==> src/rtl/lsu_pkg.sv <==
package lsu_pkg;

  typedef enum logic [3:0] {
    OP_IDLE = 4'd0,
    OP_LDW  = 4'd1,
    OP_LDH  = 4'd2,
    OP_LDHU = 4'd3,
    OP_LDB  = 4'd4,
    OP_LDBU = 4'd5,
    OP_STW  = 4'd6,
    OP_STH  = 4'd7,
    OP_STB  = 4'd8
  } memOp_e;

  typedef enum logic [1:0] {
    SZ_B = 2'd0,
    SZ_H = 2'd1,
    SZ_W = 2'd2
  } accSize_e;

  // Strobes from the decoder to the datapath
  typedef struct packed {
    logic     doLoad;
    logic     doStore;
    accSize_e size;
    logic     signExt;
  } laneCtl_t;

endpackage

==> src/rtl/lsu_ctl.sv <==
module lsu_ctl
  import lsu_pkg::*;
(
  input  logic [3:0] opSel,
  output laneCtl_t   ctl
);

  always_comb begin
    ctl = '{doLoad: 1'b0, doStore: 1'b0, size: SZ_W, signExt: 1'b0};
    case (opSel)
      OP_LDW:  begin ctl.doLoad = 1'b1;  ctl.size = SZ_W; end
      OP_LDH:  begin ctl.doLoad = 1'b1;  ctl.size = SZ_H; ctl.signExt = 1'b1; end
      OP_LDHU: begin ctl.doLoad = 1'b1;  ctl.size = SZ_H; end
      OP_LDB:  begin ctl.doLoad = 1'b1;  ctl.size = SZ_B; ctl.signExt = 1'b1; end
      OP_LDBU: begin ctl.doLoad = 1'b1;  ctl.size = SZ_B; end
      OP_STW:  begin ctl.doStore = 1'b1; ctl.size = SZ_W; end
      OP_STH:  begin ctl.doStore = 1'b1; ctl.size = SZ_H; end
      OP_STB:  begin ctl.doStore = 1'b1; ctl.size = SZ_B; end
      default: ;
    endcase
  end

endmodule

==> src/rtl/lsu_agen.sv <==
module lsu_agen
  import lsu_pkg::*;
#(
  parameter int ADDR_W    = 32,
  parameter int OFF_W     = 16,
  parameter int LANE_BITS = 2
) (
  input  laneCtl_t              ctl,
  input  logic [ADDR_W-1:0]     baseAddr,
  input  logic [OFF_W-1:0]      offsetImm,
  output logic [ADDR_W-1:0]     memAddr,
  output logic [LANE_BITS-1:0]  byteOff,
  output logic                  misalign
);

  localparam int EXT_W = ADDR_W - OFF_W;

  logic [ADDR_W-1:0] effAddr;
  logic              active;
  logic              halfOdd;
  logic              wordOff;

  assign effAddr = baseAddr + {{EXT_W{offsetImm[OFF_W-1]}}, offsetImm};
  assign byteOff = effAddr[LANE_BITS-1:0];
  assign memAddr = {effAddr[ADDR_W-1:LANE_BITS], {LANE_BITS{1'b0}}};

  assign active  = ctl.doLoad | ctl.doStore;
  assign halfOdd = effAddr[0];
  assign wordOff = |effAddr[LANE_BITS-1:0];

  always_comb begin
    misalign = 1'b0;
    if (active) begin
      case (ctl.size)
        SZ_W:    misalign = wordOff;
        SZ_H:    misalign = halfOdd;
        default: misalign = 1'b0;
      endcase
    end
  end

endmodule

==> src/rtl/lsu_lanes.sv <==
module lsu_lanes
  import lsu_pkg::*;
#(
  parameter int DATA_W    = 32,
  parameter int LANES     = DATA_W / 8,
  parameter int LANE_BITS = $clog2(LANES)
) (
  input  laneCtl_t              ctl,
  input  logic [LANE_BITS-1:0]  byteOff,
  input  logic                  misalign,
  input  logic [DATA_W-1:0]     storeData,
  input  logic [DATA_W-1:0]     memRdata,
  output logic [LANES-1:0]      memByteEn,
  output logic [DATA_W-1:0]     memWdata,
  output logic [DATA_W-1:0]     loadResult
);

  localparam int HALVES = LANES / 2;

  logic [7:0]       rdLane [LANES];
  logic [LANES-1:0] laneHit;
  logic [7:0]       rdByte;
  logic [15:0]      rdHalf;
  logic [LANE_BITS-1:0] halfBase;

  assign halfBase = {byteOff[LANE_BITS-1:1], 1'b0};

  // Lane k holds the byte at address offset k (big-endian placement)
  for (genvar k = 0; k < LANES; k++) begin : g_lane
    localparam int HI = DATA_W - 1 - 8 * k;

    assign rdLane[k] = memRdata[HI -: 8];

    always_comb begin
      case (ctl.size)
        SZ_W:    laneHit[k] = 1'b1;
        SZ_H:    laneHit[k] = (LANE_BITS'(k) >> 1) == (byteOff >> 1);
        default: laneHit[k] = LANE_BITS'(k) == byteOff;
      endcase
    end

    assign memByteEn[LANES-1-k] = ctl.doStore & ~misalign & laneHit[k];

    if ((k % 2) == 0) begin : g_even
      always_comb begin
        case (ctl.size)
          SZ_W:    memWdata[HI -: 8] = storeData[HI -: 8];
          SZ_H:    memWdata[HI -: 8] = storeData[15:8];
          default: memWdata[HI -: 8] = storeData[7:0];
        endcase
      end
    end else begin : g_odd
      always_comb begin
        case (ctl.size)
          SZ_W:    memWdata[HI -: 8] = storeData[HI -: 8];
          default: memWdata[HI -: 8] = storeData[7:0];
        endcase
      end
    end
  end

  always_comb begin
    rdByte = '0;
    for (int k = 0; k < LANES; k++) begin
      if (LANE_BITS'(k) == byteOff) rdByte = rdLane[k];
    end
  end

  always_comb begin
    rdHalf = '0;
    for (int h = 0; h < HALVES; h++) begin
      if (LANE_BITS'(2 * h) == halfBase) rdHalf = {rdLane[2 * h], rdLane[2 * h + 1]};
    end
  end

  always_comb begin
    loadResult = '0;
    if (ctl.doLoad && !misalign) begin
      case (ctl.size)
        SZ_W: loadResult = memRdata;
        SZ_H: loadResult = {{(DATA_W - 16){ctl.signExt & rdHalf[15]}}, rdHalf};
        default: loadResult = {{(DATA_W - 8){ctl.signExt & rdByte[7]}}, rdByte};
      endcase
    end
  end

endmodule

==> src/rtl/lsu_be_lanes.sv <==
module lsu_be_lanes
  import lsu_pkg::*;
#(
  parameter int ADDR_W = 32,
  parameter int DATA_W = 32,
  parameter int OFF_W  = 16,
  localparam int LANES     = DATA_W / 8,
  localparam int LANE_BITS = $clog2(LANES)
) (
  input  logic [3:0]        opSel,
  input  logic [ADDR_W-1:0] baseAddr,
  input  logic [OFF_W-1:0]  offsetImm,
  input  logic [DATA_W-1:0] storeData,
  input  logic [DATA_W-1:0] memRdata,
  output logic [ADDR_W-1:0] memAddr,
  output logic [LANES-1:0]  memByteEn,
  output logic [DATA_W-1:0] memWdata,
  output logic [DATA_W-1:0] loadResult,
  output logic              misalign
);

  laneCtl_t             ctl;
  logic [LANE_BITS-1:0] byteOff;

  lsu_ctl u_ctl (
    .opSel (opSel),
    .ctl   (ctl)
  );

  lsu_agen #(
    .ADDR_W    (ADDR_W),
    .OFF_W     (OFF_W),
    .LANE_BITS (LANE_BITS)
  ) u_agen (
    .ctl       (ctl),
    .baseAddr  (baseAddr),
    .offsetImm (offsetImm),
    .memAddr   (memAddr),
    .byteOff   (byteOff),
    .misalign  (misalign)
  );

  lsu_lanes #(
    .DATA_W    (DATA_W),
    .LANES     (LANES),
    .LANE_BITS (LANE_BITS)
  ) u_lanes (
    .ctl        (ctl),
    .byteOff    (byteOff),
    .misalign   (misalign),
    .storeData  (storeData),
    .memRdata   (memRdata),
    .memByteEn  (memByteEn),
    .memWdata   (memWdata),
    .loadResult (loadResult)
  );

endmodule

==> config.mk <==
export PLATFORM = sky130hd
export DESIGN_NAME = lsu_be_lanes
export DESIGN_NICKNAME = d
export VERILOG_FILES = /design/src/rtl/lsu_pkg.sv /design/src/rtl/lsu_ctl.sv /design/src/rtl/lsu_agen.sv /design/src/rtl/lsu_lanes.sv /design/src/rtl/lsu_be_lanes.sv
export SDC_FILE = /design/constraint.sdc
export NUM_CORES = 1
export LEC_CHECK = 0
export BUFFER_PORTS_ARGS = -buffer_cell sky130_fd_sc_hd__buf_2
export CAP_MARGIN = 15
export CELL_PAD_IN_SITES_DETAIL_PLACEMENT = 0
export CELL_PAD_IN_SITES_GLOBAL_PLACEMENT = 2
export CORE_MARGIN = 3
export CORE_UTILIZATION = 20
export DETAILED_ROUTE_END_ITERATION = 6
export PLACE_DENSITY_LB_ADDON = 0.1
export SLEW_MARGIN = 20
export SYNTH_ARGS = -nofsm -noshare
export SYNTH_HDL_FRONTEND = slang
export SYNTH_SLANG_ARGS = --single-unit
export TNS_END_PERCENT = 5
==> constraint.sdc <==
create_clock -name vclk -period 2.92
set_clock_uncertainty 0.1 [all_clocks]
set_input_delay 0.292 -clock vclk [all_inputs]
set_output_delay 0.292 -clock vclk [all_outputs]
set_load 0.005 [all_outputs]
==> flow_metrics.py <==
metrics = {
    "sta": {
        "fin_hold_ws_ns": 0.696,
        "fin_setup_tns_ns": 0,
        "max_freq_ghz": 0.356,
        "finalSetupViolCount": 0,
        "min_period_over_period_pct": 96.3,
        "layout_min_cycle_time_ns": 2.81,
        "grt_setup_unrepaired": "yes",
        "maxSlewViolCount": 0,
        "finalHoldViolations": 0,
    },
    "drt": {
        "viasPerCell": 4.87,
        "routed_wl_mm": 12.9,
        "wl_per_cell_um": 15.6,
        "firstDrtPassIters": 4,
        "drc": 0,
        "drt_iter0_markers": 161,
        "ant_nets": 0,
        "vias": 4021,
    },
    "pwr": {
        "power.density_nw_per_um2": 229,
        "p_leak_nw": 2.31,
        "peakVddDrop_v": 0.0000822,
    },
    "yosys": {
        "synth_top_cell_by_area": "ha_1",
        "synth_warnings": 0,
        "synth_area_sq_um": 2940,
        "yosys-top-cells-area": "ha_1, a21oi_1, nand2_1",
        "post-synth-top-area-fraction_pct": 13.2,
        "synth-seq-area-share_pct": 0,
        "synth.avg_cell_area_sq_um": 6.84,
        "ys_types": 64,
        "syn-instance-count": 429,
    },
    "placed_design": {
        "postPlaceCellArea_sq_um": 4310,
        "dpl.cell_count": 822,
        "dp_hpwl_mm": 10.9,
        "place.port_buffers": 215,
        "place_congestion": 0.832,
    },
    "min_path": {
        "hold_path_depth": 2,
        "holdPathEnd": "memWdata[7]",
        "hold_path.class": "input port to output port",
        "worstHoldStart": "storeData[7]",
    },
    "layout": {
        "seq_area_sq_um": 0,
        "design.seq.count": 0,
        "n_antenna_cell": 0,
        "stdcell_area_sq_um": 4420,
        "multiInputGateArea_sq_um": 2780,
        "final_cell_mix": "buf_2, nand2_1, a21oi_1",
        "final_nets": 796,
        "layout-drive-gt1-share_pct": 46.4,
        "nClkBuffers": 0,
        "fin_cells": 826,
        "syn_to_final_growth_pct": 50.6,
        "final_common_cell": "buf_2",
        "num-fill-cells": 1642,
    },
    "grt": {
        "grt_max_degree": 34,
        "grt_pass1_wl_mm": 20.4,
        "grt_pass1_vias": 3860,
        "antenna_found_initial": 0,
        "globalRouteTotalUtil_pct": 14.6,
        "gr-total-overflow": 0,
    },
    "run_status": {
        "status": "completed",
    },
    "floorplanning": {
        "fp.dieH_um": 127,
        "die_w_um": 127,
        "io_pins": 217,
        "start_util_pct": 20.8,
        "dieArea_sq_um": 16200,
        "rows": 43,
        "core_sq_um": 14100,
    },
    "worst_setup_path": {
        "end_kind": "output port",
        "cp_slowest_cell": "or3b_4",
        "critPathMaxStageDelay_ns": 0.38,
        "crit_start": "baseAddr[2]",
        "cp_data_arrival_time_ns": 2.42,
        "critPathMaxFanout": 4,
        "cp_cell_sequence": "buf_2, ha_1, o211ai_1, o21bai_4, o2111ai_4, a32oi_2, and3_4, or3b_4, xnor2_2, buf_2",
        "critPathLaunchType": "input port",
        "critPathMostFrequentCell": "buf_2",
        "crit_type": "input port to output port",
        "crit_required_ns": 2.53,
    },
    "flow_run": {
        "maxCapViolations": 0,
    },
}
-- layer usage --
layer	part of all wire [%]	routed length (um)	global-route usage (%)
met1	44	5650	19.8
met2	51	6580	27.5
met3	5.2	666	0.543
met4	0	0	0
met5	0	0	0
-- area by class of cell --
class / instances / area share, %
inverters: 10 / 0.849
multi-input cells: 383 / 62.9
well taps: 180 / 5.09
repair buffers: 253 / 31.1
-- worst max path at each step --
stage	slack, ns	cells past startpoint	endpoint
3_5_place_dp	-0.05	11	memAddr[31]
6_report	0.11	10	memAddr[17]
4_1_cts	-0.03	11	memAddr[18]
3_3_place_gp	-0.04	11	memAddr[26]
2_1_floorplan	0.21	11	loadResult[15]
5_1_grt	-0.02	11	memAddr[18]
-- report_power, final --
group / internal, mW / switching (mW) / leakage [nW]
logic: 0.488 / 0.523 / 2.31
registers: 0 / 0 / 0
clock network: 0 / 0 / 0
total: 0.488 / 0.523 / 2.31
-- cell families after synthesis --
kind of cell | Yosys count | share of synthesized area, %
adder cells (fa/ha/maj) | 32 | 13.9
other | 1 | 0.128
XOR/XNOR | 32 | 9.80
AO/OA/AOI/OAI | 164 | 38.3
AND/OR/NAND/NOR | 128 | 20.7
multiplexers | 25 | 9.25
buffers and inverters | 47 | 7.93
-- critical path: cells and delay by family --
kind	cells	cell delay, ns
AO/OA/AOI/OAI	4	0.83
XOR/XNOR	1	0.13
adder cells (fa/ha/maj)	1	0.34
buffers and inverters	2	0.22
AND/OR/NAND/NOR	2	0.60
-- cells in the mapped netlist (9+ instances only) --
library cell and number:
a21oi_1 53, nand2_1 52, nor2_1 34, ha_1 31, o21ai_0 20, a21o_1 18, mux2_2 17, xnor2_1 17
a211oi_1 16, buf_2 15, xor2_1 14, buf_4 10, clkbuf_1 10, inv_1 10, o22ai_1 9
-- metrics by stage --
stage	util [%]	setup WS, ns	total power, mW
after global routing	31.4	-0.0178	1.13
final	31.4	0.107	1.01
after CTS	30.7	-0.0319	1.00
after floorplan	-	0.207	0.564
after global placement	30.6	-0.0367	0.995
after detailed placement	30.6	-0.0458	0.990
-- what timing repair did --
item | 4_1_cts | 5_1_grt
pin swaps | 3 | 12
buffers inserted | 1 | 3
gates resized for setup | 3 | 14
setup endpoints to repair | 6 | 28
hold buffers | 0 | 0
(Power assumes the default switching activity.)
